<file path="src/rtl/dbg_trig_pkg.sv">
package dbg_trig_pkg;
  localparam int          N_MID    = 3;
  localparam int          ST_W     = 3;
  localparam logic [2:0]  ST_IDLE  = 3'd0;
  localparam logic [2:0]  ST_FINAL = 3'd4;
  localparam int          STAT_ST  = 6;
  localparam int          STAT_SRC = 9;

  function automatic logic st_is_mid(input logic [2:0] s);
    return (s != ST_IDLE) && (s < ST_FINAL);
  endfunction
endpackage

</file>
<file path="src/rtl/dbg_trig_pick.sv">
module dbg_trig_pick #(
  parameter int N_CH  = 4,
  parameter int NIB_W = 4
) (
  input  logic                    clk,
  input  logic                    rst,
  input  logic                    enable,
  input  logic                    range_en,
  input  logic [N_CH-1:0]         fmatch,
  input  logic [N_CH-1:0]         tag_hit,
  input  logic [N_CH*NIB_W-1:0]   route,
  output logic                    fire,
  output logic [N_CH-1:0]         win_ch,
  output logic                    win_tag,
  output logic [2:0]              win_next
);
  localparam int IW = (N_CH > 1) ? $clog2(N_CH) : 1;

  logic [N_CH-1:0] act, ok, fin;
  logic [2:0]      nxt [N_CH];
  logic [IW-1:0]   sel;

  for (genvar g = 0; g < N_CH; g++) begin : g_ch
    logic [NIB_W-1:0] nib;
    logic             sup;
    assign nib = route[g*NIB_W +: NIB_W];
    if (g == 2) begin : g_fold
      assign sup = range_en & (fmatch[0] | tag_hit[0]);
    end else begin : g_nofold
      assign sup = 1'b0;
    end
    assign act[g] = enable & (fmatch[g] | tag_hit[g]) & ~sup;
    assign ok[g]  = act[g] && (nib >= NIB_W'(1)) && (nib <= NIB_W'(4));
    assign fin[g] = act[g] && (nib == NIB_W'(4));
    assign nxt[g] = ok[g] ? nib[2:0] : 3'd0;
  end

  always_comb begin
    sel = '0;
    for (int i = N_CH - 1; i >= 0; i--)
      if (ok[i]) sel = IW'(i);
    for (int i = N_CH - 1; i >= 0; i--)
      if (fin[i]) sel = IW'(i);
    win_ch = '0;
    if (|ok) win_ch[sel] = 1'b1;
    fire     = |ok;
    win_tag  = tag_hit[sel] & ~fmatch[sel];
    win_next = nxt[sel];
  end

  AST_ONE_WINNER: assert property (@(posedge clk) disable iff (rst)
    $onehot0(win_ch) && (fire == (win_ch != '0)));
  AST_RANGE_FOLD: assert property (@(posedge clk) disable iff (rst)
    (range_en && (fmatch[0] || tag_hit[0])) |-> !win_ch[2]);
  AST_QUIET_OFF: assert property (@(posedge clk) disable iff (rst)
    !enable |-> !fire);
endmodule

</file>
<file path="src/rtl/dbg_trig_seq.sv">
module dbg_trig_seq
  import dbg_trig_pkg::*;
#(
  parameter int N_CH = 4
) (
  input  logic              clk,
  input  logic              rst,
  input  logic              wr_arm_set,
  input  logic              wr_arm_clr,
  input  logic              wr_trig,
  input  logic              align_end,
  input  logic              bk_en,
  input  logic              fire,
  input  logic [N_CH-1:0]   win_ch,
  input  logic              win_tag,
  input  logic [2:0]        win_next,
  input  logic              trace_done,
  output logic [2:0]        state_q,
  output logic              arm_q,
  output logic              trc_q,
  output logic              bkpt_q,
  output logic [N_CH+1:0]   src_q
);
  logic mid, trig_act, fire_act, to_fin, done_act, hw_dis;

  assign mid      = st_is_mid(state_q);
  assign trig_act = arm_q & mid & wr_trig;
  assign fire_act = arm_q & mid & fire & ~wr_trig;
  assign to_fin   = fire_act & (win_next == ST_FINAL);
  assign done_act = arm_q & (state_q == ST_FINAL) & trc_q & trace_done;
  assign hw_dis   = ((trig_act | to_fin) & align_end) | done_act;

  always_ff @(posedge clk) begin
    if (rst) begin
      state_q <= ST_IDLE;
      arm_q   <= 1'b0;
      trc_q   <= 1'b0;
      bkpt_q  <= 1'b0;
      src_q   <= '0;
    end else begin
      bkpt_q <= 1'b0;
      if (wr_arm_clr) begin
        arm_q   <= 1'b0;
        state_q <= ST_IDLE;
        trc_q   <= 1'b0;
      end else if (wr_arm_set && !hw_dis) begin
        arm_q   <= 1'b1;
        state_q <= 3'd1;
        trc_q   <= 1'b0;
        src_q   <= '0;
      end else if (trig_act) begin
        src_q <= {1'b1, 1'b0, {N_CH{1'b0}}};
        if (align_end) begin
          arm_q   <= 1'b0;
          state_q <= ST_IDLE;
          bkpt_q  <= bk_en;
        end else begin
          state_q <= ST_FINAL;
          trc_q   <= 1'b1;
        end
      end else if (fire_act) begin
        state_q <= win_next;
        src_q   <= {1'b0, win_tag, win_ch};
        if (to_fin) begin
          if (align_end) begin
            arm_q  <= 1'b0;
            bkpt_q <= bk_en;
          end else begin
            trc_q <= 1'b1;
          end
        end
      end else if (done_act) begin
        arm_q  <= 1'b0;
        trc_q  <= 1'b0;
        bkpt_q <= bk_en;
      end
    end
  end

  AST_BKPT_PULSE: assert property (@(posedge clk) disable iff (rst)
    bkpt_q |=> !bkpt_q);
  AST_TRACE_ARMED: assert property (@(posedge clk) disable iff (rst)
    trc_q |-> (arm_q && state_q == ST_FINAL));
  AST_HW_DISARM_WINS: assert property (@(posedge clk) disable iff (rst)
    hw_dis |=> !arm_q);
  AST_IDLE_DISARMED: assert property (@(posedge clk) disable iff (rst)
    (state_q == ST_IDLE) |-> !arm_q);
endmodule

</file>
<file path="src/rtl/dbg_trig_ctrl.sv">
module dbg_trig_ctrl
  import dbg_trig_pkg::*;
#(
  parameter int N_CH  = 4,
  parameter int NIB_W = 4
) (
  input  logic                    clk,
  input  logic                    rst,
  input  logic [N_CH-1:0]         fmatch,
  input  logic [N_CH-1:0]         tag_hit,
  input  logic                    reg_we,
  input  logic [1:0]              reg_addr,
  input  logic [N_CH*NIB_W-1:0]   reg_wdata,
  output logic [N_CH*NIB_W-1:0]   reg_rdata,
  input  logic                    trace_done,
  output logic                    armed,
  output logic                    trace_start,
  output logic                    bkpt_req
);
  localparam int DW = N_CH * NIB_W;

  logic [1:0]       cfg_align;
  logic             cfg_range, cfg_bken;
  logic [DW-1:0]    route_q [N_MID];
  logic [DW-1:0]    cur_route, stat;
  logic             ctl_wr, wr_trig, wr_arm_set, wr_arm_clr;
  logic             fire, win_tag;
  logic [N_CH-1:0]  win_ch;
  logic [2:0]       win_next, state_q;
  logic [N_CH+1:0]  src_q;

  assign ctl_wr     = reg_we && (reg_addr == 2'd0);
  assign wr_trig    = ctl_wr &  reg_wdata[1];
  assign wr_arm_set = ctl_wr &  reg_wdata[0] & ~reg_wdata[1];
  assign wr_arm_clr = ctl_wr & ~reg_wdata[0] & ~reg_wdata[1];

  always_ff @(posedge clk) begin
    if (rst) begin
      cfg_align <= 2'b00;
      cfg_range <= 1'b0;
      cfg_bken  <= 1'b0;
    end else if (ctl_wr) begin
      cfg_align <= reg_wdata[3:2];
      cfg_range <= reg_wdata[4];
      cfg_bken  <= reg_wdata[5];
    end
  end

  for (genvar r = 0; r < N_MID; r++) begin : g_route
    always_ff @(posedge clk) begin
      if (rst) route_q[r] <= '0;
      else if (reg_we && reg_addr == 2'(r + 1)) route_q[r] <= reg_wdata;
    end
  end

  always_comb begin
    cur_route = '0;
    for (int s = 0; s < N_MID; s++)
      if (state_q == 3'(s + 1)) cur_route = route_q[s];
  end

  dbg_trig_pick #(.N_CH(N_CH), .NIB_W(NIB_W)) u_pick (
    .clk(clk), .rst(rst),
    .enable(armed & st_is_mid(state_q)), .range_en(cfg_range),
    .fmatch(fmatch), .tag_hit(tag_hit), .route(cur_route),
    .fire(fire), .win_ch(win_ch), .win_tag(win_tag), .win_next(win_next)
  );

  dbg_trig_seq #(.N_CH(N_CH)) u_seq (
    .clk(clk), .rst(rst),
    .wr_arm_set(wr_arm_set), .wr_arm_clr(wr_arm_clr), .wr_trig(wr_trig),
    .align_end(cfg_align[1]), .bk_en(cfg_bken),
    .fire(fire), .win_ch(win_ch), .win_tag(win_tag), .win_next(win_next),
    .trace_done(trace_done),
    .state_q(state_q), .arm_q(armed), .trc_q(trace_start),
    .bkpt_q(bkpt_req), .src_q(src_q)
  );

  always_comb begin
    stat = '0;
    stat[0]                   = armed;
    stat[1]                   = trace_start;
    stat[3:2]                 = cfg_align;
    stat[4]                   = cfg_range;
    stat[5]                   = cfg_bken;
    stat[STAT_ST +: ST_W]     = state_q;
    stat[STAT_SRC +: N_CH+2]  = src_q;
  end

  always_ff @(posedge clk) begin
    if (rst)                  reg_rdata <= '0;
    else if (reg_addr == 2'd0) reg_rdata <= stat;
    else                      reg_rdata <= route_q[reg_addr - 2'd1];
  end

  AST_HOLD_DISARMED: assert property (@(posedge clk) disable iff (rst)
    (!armed && !reg_we) |=> $stable(state_q));
endmodule

</file>
<file path="config.mk">
export PLATFORM = sky130hd
export DESIGN_NAME = dbg_trig_ctrl
export DESIGN_NICKNAME = d
export VERILOG_FILES = /design/src/rtl/dbg_trig_pkg.sv /design/src/rtl/dbg_trig_pick.sv /design/src/rtl/dbg_trig_seq.sv /design/src/rtl/dbg_trig_ctrl.sv
export SDC_FILE = /design/constraint.sdc
export NUM_CORES = 1
export LEC_CHECK = 0
export CORE_ASPECT_RATIO = 2
export CORE_MARGIN = 4
export CORE_UTILIZATION = 45
export DETAILED_ROUTE_END_ITERATION = 10
export HOLD_SLACK_MARGIN = 0.05
export PLACE_DENSITY = 0.75
export SLEW_MARGIN = 20
export SYNTH_ARGS = -nofsm -noshare
export SYNTH_HDL_FRONTEND = slang
export SYNTH_SLANG_ARGS = --single-unit
export TNS_END_PERCENT = 5
</file>
<file path="constraint.sdc">
create_clock -name clk -period 7.7 [get_ports clk]
set_input_delay 1.155 -clock clk [delete_from_list [all_inputs] [get_ports clk]]
set_output_delay 1.155 -clock clk [all_outputs]
set_load 0.1 [all_outputs]
</file>
==> parameters.txt, run 1 <==
Parameter                              Value

Power and ir drop
  Total power per unit cell area ... 208.8 mW/mm²
  Leakage power summed over all cells ... 1.775 nW
  Total power ... 0.001055 W
  Peak supply drop ... 0.1190 mV

Cells and area
  Nets@finish ... 494
  Antenna diodes ... 0
  Relative area change from synthesis to final layout ... 18.14%
  Layout cells sized above 1 ... 7.097%
  Area taken by multi-input logic gates ... 0.002047 mm²
  Total of fill cells in the finished design ... 814
  Sequential cell area ... 0.002082 mm²

Critical path
  Critical Setup Path Class ... input pin to flop
  Endpoint of the lowest-slack register-to-register path ... u_seq.state_q[0]
  Kind of end point of the critical path ... flop
  WP data arrival ... 4.35 ns
  FF-to-FF Start ... u_seq.state_q[1]
  Worst Path Required ... 7.96 ns
  Worst R2R Path Depth ... 9
  Crit-path max FO ... 37
  Setup slack, reg-to-reg ... 3.93 ns
  Startpoint type of the worst setup path ... input pin

Floorplan
  Starting utilization of the core area ... 45.88%
  DIE AREA ... 0.01122 mm²
  Die outline height ... 145.9 µm
  Top-level I/O count ... 49
  Std cell rows ... 50
  Placeable core region ... 0.009321 mm²
  Die X ... 76.94 µm

STA
  # setup viols final ... 0
  Time the final worst path needs with I/O delays and setup ... 4.088 ns
  Max-slew violations ... 0
  Layout Skew ... 0.006429 ns
  Setup repair after global routing missed its margin ... no
  Final critical-path share of the clock period ... 53.09%
  Fmax ... 244.6 MHz
  Summed negative setup slack over all endpoints ... 0 ns
  Worst slew margin relative to its limit ... 24.83%
  Hold violation count in the final report ... 0
  Worst-Margin Slew ... 1.126 ns

GRT
  Global routing usage summed across all routing layers ... 19.30%
  Global-route wire length before repair ... 16.80 mm
  Initial antenna violation count ... 0
  Congestion Overflow GR ... 0
  Via count of the first global-routing pass ... 3361
  Pin count of the biggest net entering global routing ... 38

Clock network
  Post CTS Setup Buffer Count ... 0
  CTS Hold Bufs ... 0
  Deepest clock path buffer count ... 2
  H-tree level count ... 3
  Count of clock tree sinks ... 80
  Clock Root Buffer ... sky130_fd_sc_hd__clkbuf_16
  CTS tree ... yes
  Clock transition at the registers of the reported paths ... 0.06 ns
  Post-CTS resize count ... 0
  Inserted Clock Buffers ... 9
  Clk Latency, worst-skew pair ... 0.34 ns

Synth
  Cell area after synthesis ... 0.004277 mm²
  Ys flop type ... sky130_fd_sc_hd__edfxtp_1
  Count of yosys warnings during synthesis ... 0
  Number of instances in the synthesized netlist ... 424
  Syn_nets ... 458
  Fraction of registers with async set/reset ... 0%
  Fraction of the yosys area taken by sequential cells ... 48.68%
  Total of flip-flops plus latches after synthesis ... 80
  Most area-consuming cells after synthesis ... sky130_fd_sc_hd__edfxtp_1 34%, sky130_fd_sc_hd__dfxtp_1 15%, sky130_fd_sc_hd__and2_1 7.5%
  Cell accounting for the most synthesized area ... sky130_fd_sc_hd__edfxtp_1
  Fraction of synthesized cell area taken by the top area cell type ... 33.70%
  Mean instance size in the synthesized netlist ... 10.09 µm²
  Synth unique cells ... 60
  Number of synthesized flops with an enable pin ... 48

Route
  Post-route ant nets ... 0
  Total length of routed wires ... 10.69 mm
  Number of detailed-route iterations in the first pass ... 5
  Count of vias placed by the detailed router ... 3394
  Initial DRC count ... 274
  DR vias/cell ... 5.965
  # DRC ... 0
  Average routed wire per standard cell ... 18.78 µm

Hold path
  Worst Hold Endpoint ... cfg_align[0]
  HP Start ... cfg_align[0]
  Hold-critical path depth ... 2
  Classification of the worst-slack hold path ... flop to flop

Flow run
  Max Cap Viol ... 0

Outcome
  Run status ... completed

Placement
  Routability Congestion ... 0.9396
  Half-perimeter wire length after detailed placement ... 7.919 mm
  Port buffer count ... 48
## Yosys cell counts (3+ instances only)
library cell,instances
sky130_fd_sc_hd__nor2_1,54
sky130_fd_sc_hd__and2_1,51
sky130_fd_sc_hd__edfxtp_1,48
sky130_fd_sc_hd__a21oi_1,32
sky130_fd_sc_hd__dfxtp_1,32
sky130_fd_sc_hd__mux2i_1,28
sky130_fd_sc_hd__a211oi_1,21
sky130_fd_sc_hd__nand2_1,20
sky130_fd_sc_hd__clkbuf_1,17
sky130_fd_sc_hd__nand3b_1,11
sky130_fd_sc_hd__nand3_1,9
sky130_fd_sc_hd__inv_1,8
sky130_fd_sc_hd__nand4_1,6
sky130_fd_sc_hd__a211o_1,5
sky130_fd_sc_hd__and3_1,4
sky130_fd_sc_hd__buf_2,4
sky130_fd_sc_hd__ha_1,4
sky130_fd_sc_hd__nand2b_1,4
sky130_fd_sc_hd__nor3_1,4
sky130_fd_sc_hd__o211ai_1,4
sky130_fd_sc_hd__a2111oi_2,3
sky130_fd_sc_hd__a22o_1,3
sky130_fd_sc_hd__buf_4,3
sky130_fd_sc_hd__o21ai_0,3
## layer usage
| layer | track usage, % | vias to the layer above | routed length [µm] |
|---|---|---|---|
| met5 | 0 | - | 0 |
| met4 | 12.98 | 0 | 509 |
| met3 | 3.965 | 40 | 552 |
| met2 | 35.49 | 120 | 5799 |
| met1 | 18.88 | 1608 | 3826 |
| li1 | - | 1626 | - |
## critical path, cell delays in order
cell	delay [ns]
sky130_fd_sc_hd__clkdlybuf4s50_1	1.20
sky130_fd_sc_hd__inv_1	0.17
sky130_fd_sc_hd__ha_1	0.25
sky130_fd_sc_hd__buf_4	0.25
sky130_fd_sc_hd__nand2_1	0.24
sky130_fd_sc_hd__nor3_1	0.09
sky130_fd_sc_hd__nor2_1	0.35
sky130_fd_sc_hd__nand2_1	0.19
sky130_fd_sc_hd__o32a_1	0.38
sky130_fd_sc_hd__o31ai_1	0.06
## flip-flops by register name (all words and copies together), names as in the netlist
register       cells
u_seq.bkpt_q       1
u_seq.state_q      3
cfg_range          1
cfg_align          2
reg_rdata         16
route_q           48
cfg_bken           1
u_seq.arm_q        1
u_seq.trc_q        1
u_seq.src_q        6
## power by group
| group | internal (W) | switching [W] |
|---|---|---|
| Combinational | 0.0000506 | 0.000113 |
| Clock | 0.000220 | 0.000174 |
| Sequential | 0.000483 | 0.0000147 |
## stage by stage
step	utilization (%)	cells	setup WS, ns	area [µm²]	hold WS, ns
3_5_place_dp	51.33	553	3.316	4785	0.4627
6_report	54.20	569	3.612	5052	0.4697
2_1_floorplan	-	424	4.098	4277	0.4367
5_1_grt	54.20	569	3.489	5052	0.5008
3_3_place_gp	51.33	553	3.429	4785	0.4581
4_1_cts	54.25	569	3.680	5057	0.4711
## cell families (layout without fill, tap and decap cells)
logic type	Yosys count	in the layout	share of synthesized area, %
AND/OR/NAND/NOR	176	176	22.06
AO/OA/AOI/OAI	98	98	16.73
flip-flops	80	80	48.68
buffers and inverters	33	74	3.452
multiplexers	32	32	7.694
adder cells (fa/ha/maj)	4	4	1.170
XOR/XNOR	1	1	0.2048
## layout by cell type (no fill, tap or decap), types with 5 or more instances in the layout
| cell type | n |
|---|---|
| sky130_fd_sc_hd__mux2i_1 | 28 |
| sky130_fd_sc_hd__nand4_1 | 6 |
| sky130_fd_sc_hd__nand3_1 | 9 |
| sky130_fd_sc_hd__clkbuf_16 | 9 |
| sky130_fd_sc_hd__nand2_1 | 20 |
| sky130_fd_sc_hd__nor2_1 | 54 |
| sky130_fd_sc_hd__a211o_1 | 5 |
| sky130_fd_sc_hd__and2_1 | 51 |
| sky130_fd_sc_hd__a211oi_1 | 21 |
| sky130_fd_sc_hd__inv_1 | 8 |
| sky130_fd_sc_hd__nand3b_1 | 11 |
| sky130_fd_sc_hd__clkdlybuf4s50_1 | 47 |
| sky130_fd_sc_hd__edfxtp_1 | 48 |
| sky130_fd_sc_hd__dfxtp_1 | 32 |
| sky130_fd_sc_hd__a21oi_1 | 32 |
## layout make-up
| class | count | area share, % |
|---|---|---|
| inverters | 8 | 0.5944 |
| clock inverters | 6 | 0.8668 |
| clock buffers | 10 | 4.532 |
| multi-input cells | 311 | 40.52 |
| well taps | 104 | 2.576 |
| repair buffers | 50 | 9.708 |
| flip-flops and latches | 80 | 41.21 |
## how the worst max path moves through the flow
stage	from	endpoint	slack [ns]	cells after the start
after CTS	reg_addr[0]	u_seq.state_q[1]	3.68	10
after global routing	reg_addr[0]	u_seq.state_q[1]	3.49	10
final	reg_addr[0]	u_seq.state_q[1]	3.61	10
after global placement	reg_addr[0]	u_seq.state_q[1]	3.43	10
after detailed placement	reg_addr[0]	u_seq.state_q[1]	3.32	10
after floorplan	reg_addr[0]	u_seq.state_q[1]	4.10	11
Power figures use the tool's default switching activity.
==> inputs of run 2 (changes only) <==
- PLACE_DENSITY: 0.75 -> 0.78
- clock period: 7.7 -> 3.3 ns (I/O delays scaled with it)
==> run 2 against run 1 <==
Effect of this change:
- core utilization is 2.3 points higher
- clock power grew to 2.6 times the previous value
- sequential power is 130% higher
- power is 140% higher
- sequential cell count stayed put
- sequential share of layout area is 1.7 points lower
- setup slack worse by 3.3 ns
- routed wire length is 4.6% higher
- first-iteration DRC count is 19% lower
- clock skew is 0.0024 ns lower
- combinational power is 140% higher
==> parameters.txt, run 2 (same netlist as run 1, synthesis figures left out) <==
Parameter                              Value

STA
  Final critical-path share of the clock period ... 91.56%
  Time the final worst path needs with I/O delays and setup ... 3.021 ns
  Worst-Margin Slew ... 0.9871 ns (-0.1389 ns)
  Worst slack on hold paths ... 0.4669 ns (-0.002853 ns)
  Fmax ... 331.0 MHz
  # setup viols final ... 0 (unchanged)
  Setup repair after global routing missed its margin ... no
  Layout Skew ... 0.004022 ns (-0.002406 ns)
  Worst slew margin relative to its limit ... 33.99% (+9.2 points)
  Max-slew violations ... 0 (unchanged)
  Summed negative setup slack over all endpoints ... 0 ns (unchanged)
  Hold violation count in the final report ... 0 (unchanged)

Clock network
  H-tree level count ... 3 (unchanged)
  Deepest clock path buffer count ... 2 (unchanged)
  Clock Root Buffer ... sky130_fd_sc_hd__clkbuf_16
  Clk Latency, worst-skew pair ... 0.33 ns (about the same)
  Post-CTS resize count ... 0 (unchanged)
  CTS Hold Bufs ... 0 (unchanged)
  Post CTS Setup Buffer Count ... 0 (unchanged)
  Clock transition at the registers of the reported paths ... 0.06 ns (about the same)
  Inserted Clock Buffers ... 9 (unchanged)
  Count of clock tree sinks ... 80 (unchanged)
  CTS tree ... yes

Power and ir drop
  Peak supply drop ... 0.2712 mV (+130%)
  Leakage power summed over all cells ... 1.918 nW (+8.0%)
  Total power per unit cell area ... 486.5 mW/mm² (+130%)
  Total power ... 0.002564 W (+140%)

Cells and area
  Nets@finish ... 518 (+4.9%)
  Antenna diodes ... 0 (unchanged)
  Layout cells sized above 1 ... 11.52% (+4.4 points)
  Largest register by flop count ... route_q
  Final instance area ... 0.005270 mm² (+4.3%)
  Total of fill cells in the finished design ... 805 (-1.1%)
  Leading cell types in the layout, fill and taps excluded ... 54 x sky130_fd_sc_hd__nor2_1, 51 x sky130_fd_sc_hd__and2_1, 48 x sky130_fd_sc_hd__edfxtp_1
  Sequential cell area ... 0.002082 mm² (unchanged)
  Area taken by multi-input logic gates ... 0.002047 mm² (unchanged)
  Relative area change from synthesis to final layout ... 23.23%
  Registers with the most flip-flops ... route_q: 48 flops, reg_rdata: 16 flops, u_seq.src_q: 6 flops
  Most common library cell in the layout ignoring fill and taps ... sky130_fd_sc_hd__nor2_1
  Max reg flops ... 48 (unchanged)

GRT
  Via count of the first global-routing pass ... 3517 (+4.6%)
  Initial antenna violation count ... 0 (unchanged)
  Congestion Overflow GR ... 0 (unchanged)
  Global-route wire length before repair ... 17.97 mm (+7.0%)
  Pin count of the biggest net entering global routing ... 32 (-16%)
  Global routing usage summed across all routing layers ... 20.60% (+1.3 points)

Route
  Number of detailed-route iterations in the first pass ... 5 (unchanged)
  Initial DRC count ... 223 (-19%)
  Average routed wire per standard cell ... 18.94 µm (+0.84%)
  Post-route ant nets ... 0 (unchanged)
  Count of vias placed by the detailed router ... 3428 (+1.0%)
  # DRC ... 0 (unchanged)
  DR vias/cell ... 5.810 (-2.6%)
  Total length of routed wires ... 11.18 mm (+4.6%)

Floorplan
  Std cell rows ... 50 (unchanged)
  DIE AREA ... 0.01122 mm² (unchanged)
  Top-level I/O count ... 49 (unchanged)
  Die X ... 76.94 µm (unchanged)
  Die outline height ... 145.9 µm (unchanged)
  Placeable core region ... 0.009321 mm² (unchanged)
  Starting utilization of the core area ... 45.88% (unchanged)

Critical path
  Worst Path Required ... 3.54 ns (-4.42 ns)
  Startpoint type of the worst setup path ... flop
  Crit-path max FO ... 12 (-68%)
  Largest stage delay, worst path ... 0.52 ns (-0.68 ns)
  Cell breakdown of the critical path ... buf_4 -> nand3b_1 -> a21oi_1 -> a2111oi_2 -> nand3b_1 -> a211o_1 -> nand3_4 -> mux2_4 -> o32a_1 -> o31ai_1
  Most common cell type on the critical path ... sky130_fd_sc_hd__nand3b_1
  WP data arrival ... 3.26 ns (-1.09 ns)
  Slowest library cell on the worst path ... sky130_fd_sc_hd__dfxtp_1
  Critical Setup Path Class ... flop to flop
  Kind of end point of the critical path ... flop

Outcome
  Run status ... completed

Placement
  Port buffer count ... 48 (unchanged)
  Half-perimeter wire length after detailed placement ... 8.756 mm (+11%)
  Area after detailed placement ... 0.004972 mm² (+3.9%)
  Routability Congestion ... 0.9127 (-2.9%)

Hold path
  Classification of the worst-slack hold path ... flop to flop

Flow run
  Max Cap Viol ... 0 (unchanged)
[run 2: cell types whose count changed in the layout (fill, tap and decap cells not counted), sizes merged]
cell,previous run,this run
clkinv,2,1
buf,3,28
inv,10,8
clkbuf,10,9
clkdlybuf4s50,47,46
clkinvlp,2,1
bufinv,0,2
[run 2: per-layer routing]
layer / track usage [%] / wire [µm]
met5: 0 / 0
met4: 10.71 / 385
met3: 3.532 / 496
met2: 39.42 / 6330
met1: 20.57 / 3964
[run 2: layout make-up]
type | count | area share, %
sequential | 80 | 39.51
multi-input combinational | 311 | 38.84
timing repair buffer | 74 | 12.96
clock buffer | 9 | 4.274
tap | 104 | 2.469
clock inverter | 4 | 1.377
inverter | 8 | 0.5698
[run 2: where the power goes]
group / total [W] / internal, W / switching [W]
Sequential: 0.00116 / 0.00113 / 0.0000331
Combinational: 0.000395 / 0.000128 / 0.000266
Clock: 0.00101 / 0.000647 / 0.000363
Total: 0.00256 / 0.00190 / 0.000662
[run 2: worst paths after layout]
| kind | startpoint | slack [ns] | depth (start not counted) | to |
|---|---|---|---|---|
| setup / recovery | u_seq.state_q[1] | 0.28 | 10 | u_seq.state_q[1] |
| hold / removal | u_seq.src_q[5] | 0.47 | 1 | u_seq.src_q[5] |
| setup reg to reg | u_seq.state_q[1] | 0.28 | 10 | u_seq.state_q[1] |
| hold reg to reg | u_seq.src_q[5] | 0.47 | 1 | u_seq.src_q[5] |
[run 2: worst max-delay path, delay by kind of cell, from the launching register on]
kind	cells	cell delay [ns]
compound gates	5	1.31
simple gates	3	0.54
flops	1	0.52
mux	1	0.31
buf+inv	1	0.25
[run 2: through the flow]
| stage | utilization [%] | setup WS, ns | cells |
|---|---|---|---|
| floorplan | - | 0.2167 | 424 |
| global placement | 53.34 | 0.09304 | 577 |
| detailed placement | 53.34 | 0.1119 | 577 |
| CTS | 56.54 | 0.2782 | 590 |
| global route | 56.54 | 0.1152 | 590 |
| finish | 56.54 | 0.2786 | 590 |
==> inputs of run 3 (changes only) <==
- CORE_MARGIN: 4 -> unset
==> run 3 against run 2 <==
Effect of this change:
- die area is 12% lower
- critical path type unchanged
- via count is 2.1% higher
- setup slack hardly changed
- the run now ends with design-rule violations left
- non-clock buffer count is 3 higher
- combinational power is 2% higher
- largest cell class unchanged
==> parameters.txt, run 3 (same netlist as run 1, synthesis figures left out) <==
Parameter                              Value

Critical path
  Slowest library cell on the worst path ... sky130_fd_sc_hd__a2111oi_2
  Largest stage delay, worst path ... 0.49 ns (-0.03 ns)
  Critical path capture point ... u_seq.state_q[0]
  Endpoint of the lowest-slack register-to-register path ... u_seq.state_q[0]
  Startpoint type of the worst setup path ... flop
  Kind of end point of the critical path ... flop
  Crit-path max FO ... 5 (-7)
  Worst Path Required ... 3.51 ns (-0.03 ns)
  First element of the critical path ... u_seq.arm_q
  WP data arrival ... 3.23 ns (-0.03 ns)
  FF-to-FF Start ... u_seq.arm_q
  Most common cell type on the critical path ... sky130_fd_sc_hd__o21ai_1
  Setup slack, reg-to-reg ... 0.28 ns (about the same)
  Cell breakdown of the critical path ... nor2b_1 -> nand2_1 -> a2111oi_2 -> nand3b_1 -> o21ai_1 -> nand2b_1 -> buf_4 -> nor2_1 -> o31ai_1 -> o21ai_1
  Worst R2R Path Depth ... 10 (unchanged)
  Critical Setup Path Class ... flop to flop

Route
  DR vias/cell ... 5.882 (+1.2%)
  # DRC ... 10 (+10)
  Count of vias placed by the detailed router ... 3500 (+2.1%)
  Post-route ant nets ... 0 (unchanged)
  Number of detailed-route iterations in the first pass ... 8 (+3)
  Initial DRC count ... 236 (+5.8%)
  Average routed wire per standard cell ... 19.46 µm (+2.7%)
  Total length of routed wires ... 11.58 mm (+3.6%)

Clock network
  CTS tree ... yes
  Clk Latency, worst-skew pair ... 0.34 ns (about the same)
  Post-CTS resize count ... 0 (unchanged)
  Post CTS Setup Buffer Count ... 0 (unchanged)
  Deepest clock path buffer count ... 2 (unchanged)
  Count of clock tree sinks ... 80 (unchanged)
  H-tree level count ... 3 (unchanged)
  CTS Hold Bufs ... 0 (unchanged)
  Clock transition at the registers of the reported paths ... 0.06 ns (about the same)
  Clock Root Buffer ... sky130_fd_sc_hd__clkbuf_16
  Inserted Clock Buffers ... 9 (unchanged)

GRT
  Global routing usage summed across all routing layers ... 25.20% (+4.6 points)
  Congestion Overflow GR ... 0 (unchanged)
  Global-route wire length before repair ... 18.70 mm (+4.0%)
  Initial antenna violation count ... 0 (unchanged)
  Pin count of the biggest net entering global routing ... 33 (+3.1%)
  Via count of the first global-routing pass ... 3637 (+3.4%)

Cells and area
  Relative area change from synthesis to final layout ... 23.38%
  Largest register by flop count ... route_q
  Leading cell types in the layout, fill and taps excluded ... 54 x sky130_fd_sc_hd__nor2_1, 51 x sky130_fd_sc_hd__and2_1, 48 x sky130_fd_sc_hd__edfxtp_1
  Nets@finish ... 521 (+0.58%)
  Layout cells sized above 1 ... 11.61% (+0.086 points)
  Max reg flops ... 48 (unchanged)
  Registers with the most flip-flops ... route_q: 48 flops, reg_rdata: 16 flops, u_seq.src_q: 6 flops
  Total of fill cells in the finished design ... 819 (+1.7%)
  Post-Layout Cell Count ... 595 (+0.85%)
  Antenna diodes ... 0 (unchanged)
  Most common library cell in the layout ignoring fill and taps ... sky130_fd_sc_hd__nor2_1

Floorplan
  Die outline height ... 139.9 µm (-4.1%)
  Std cell rows ... 50 (unchanged)
  Die X ... 70.94 µm (-7.8%)
  Placeable core region ... 0.009321 mm² (unchanged)
  Top-level I/O count ... 49 (unchanged)
  DIE AREA ... 0.009921 mm² (-12%)
  Starting utilization of the core area ... 45.88% (unchanged)

Placement
  Half-perimeter wire length after detailed placement ... 8.920 mm (+1.9%)
  Routability Congestion ... 0.9210 (+0.91%)
  Port buffer count ... 48 (unchanged)
  Number of cells after detailed placement ... 580 (+0.52%)

Power and ir drop
  Clock power frac ... 38.0% (-1.4 points)
  Leakage power summed over all cells ... 1.919 nW (about the same)
  P_sw ... 0.0006817 W (+3.0%)
  Internal power consumption ... 0.001836 W (-3.5%)
  Part of the total power dissipated in sequential elements ... 46.0% (+0.8 points)
  Comb power frac ... 16.0% (+0.6 points)
  Total power per unit cell area ... 477.2 mW/mm² (-1.9%)
  Peak supply drop ... 0.4420 mV (+63%)
  Switch share ... 27.08% (+1.3 points)

Outcome
  Violated checks ... design-rule violations
  Run status ... finished, violations left

STA
  Layout Skew ... 0.008048 ns (+0.004025 ns)
  Worst slew margin relative to its limit ... 33.24% (-0.75 points)
  Summed negative setup slack over all endpoints ... 0 ns (unchanged)
  Hold violation count in the final report ... 0 (unchanged)
  Time the final worst path needs with I/O delays and setup ... 3.021 ns (-0.0003060 ns)
  Fmax ... 331.0 MHz (about the same)
  Setup repair after global routing missed its margin ... no
  Max-slew violations ... 0 (unchanged)
  Final critical-path share of the clock period ... 91.55% (about the same)
  # setup viols final ... 0 (unchanged)
  Worst-Margin Slew ... 0.9983 ns (+0.01120 ns)

Hold path
  Classification of the worst-slack hold path ... flop to flop

Flow run
  Max Cap Viol ... 0 (unchanged)
-- run 3: changes by cell type in the layout (fill, tap and decap cells not counted), sizes merged --
cell,before,now
clkdlybuf4s50,46,47
bufinv,2,1
clkinv,1,2
buf,28,30
clkbuf,9,11
-- run 3: metal layers --
| layer | track usage [%] | vias up | wire length [µm] |
|---|---|---|---|
| li1 | - | 1673 | - |
| met1 | 26.74 | 1663 | 4272 |
| met2 | 43.47 | 119 | 6206 |
| met3 | 4.779 | 45 | 431 |
| met4 | 18.42 | 0 | 666 |
| met5 | 0 | - | 0 |
-- run 3: critical path: cells and delay by family (launching register included) --
| family | cells | cell delay, ns |
|---|---|---|
| flops | 1 | 0.40 |
| compound gates | 4 | 1.31 |
| simple gates | 5 | 1.03 |
| buf+inv | 1 | 0.15 |
-- run 3: per-stage QoR --
step | area, µm² | utilization [%] | setup WS, ns | hold slack [ns] | total power (W)
final | 5276 | 56.60 | 0.2789 | 0.4636 | 0.002518
after global routing | 5276 | 56.60 | 0.1403 | 0.5005 | 0.002608
after CTS | 5276 | 56.60 | 0.3335 | 0.4617 | 0.002529
after detailed placement | 4997 | 53.61 | 0.1274 | 0.4537 | 0.001581
after global placement | 4997 | 53.61 | 0.2006 | 0.4531 | 0.001573
after floorplan | 4277 | - | 0.2167 | 0.4367 | 0.001435
-- run 3: worst min-delay path by stage --
stage            startpoint           end  slack [ns]  cells past startpoint
2_1_floorplan  cfg_align[0]  cfg_align[0]        0.44                      2
3_3_place_gp   cfg_align[0]  cfg_align[0]        0.45                      2
3_5_place_dp   cfg_align[0]  cfg_align[0]        0.45                      2
4_1_cts        cfg_align[0]  cfg_align[0]        0.46                      2
5_1_grt        cfg_align[0]  cfg_align[0]        0.50                      2
6_report       cfg_align[0]  cfg_align[0]        0.46                      2
-- run 3: power by group through the flow --
stage                     logic, W  clock network, W  registers [W]
after floorplan           0.000133                 0        0.00130
after global placement    0.000397                 0        0.00118
after detailed placement  0.000403                 0        0.00118
after CTS                 0.000404          0.000967        0.00116
after global routing      0.000427           0.00102        0.00116
final                     0.000404          0.000956        0.00116
-- run 3: final cells by class --
type | instances | area [µm²] | area share (%)
Timing Repair Buffer | 77 | 708.2 | 13.42
Clock inverter | 4 | 46.29 | 0.8774
Tap cell | 104 | 130.1 | 2.466
Inverter | 8 | 30.03 | 0.5691
Sequential cell | 80 | 2082 | 39.46
Clock buffer | 11 | 232.7 | 4.411
Multi-Input combinational cell | 311 | 2047 | 38.80
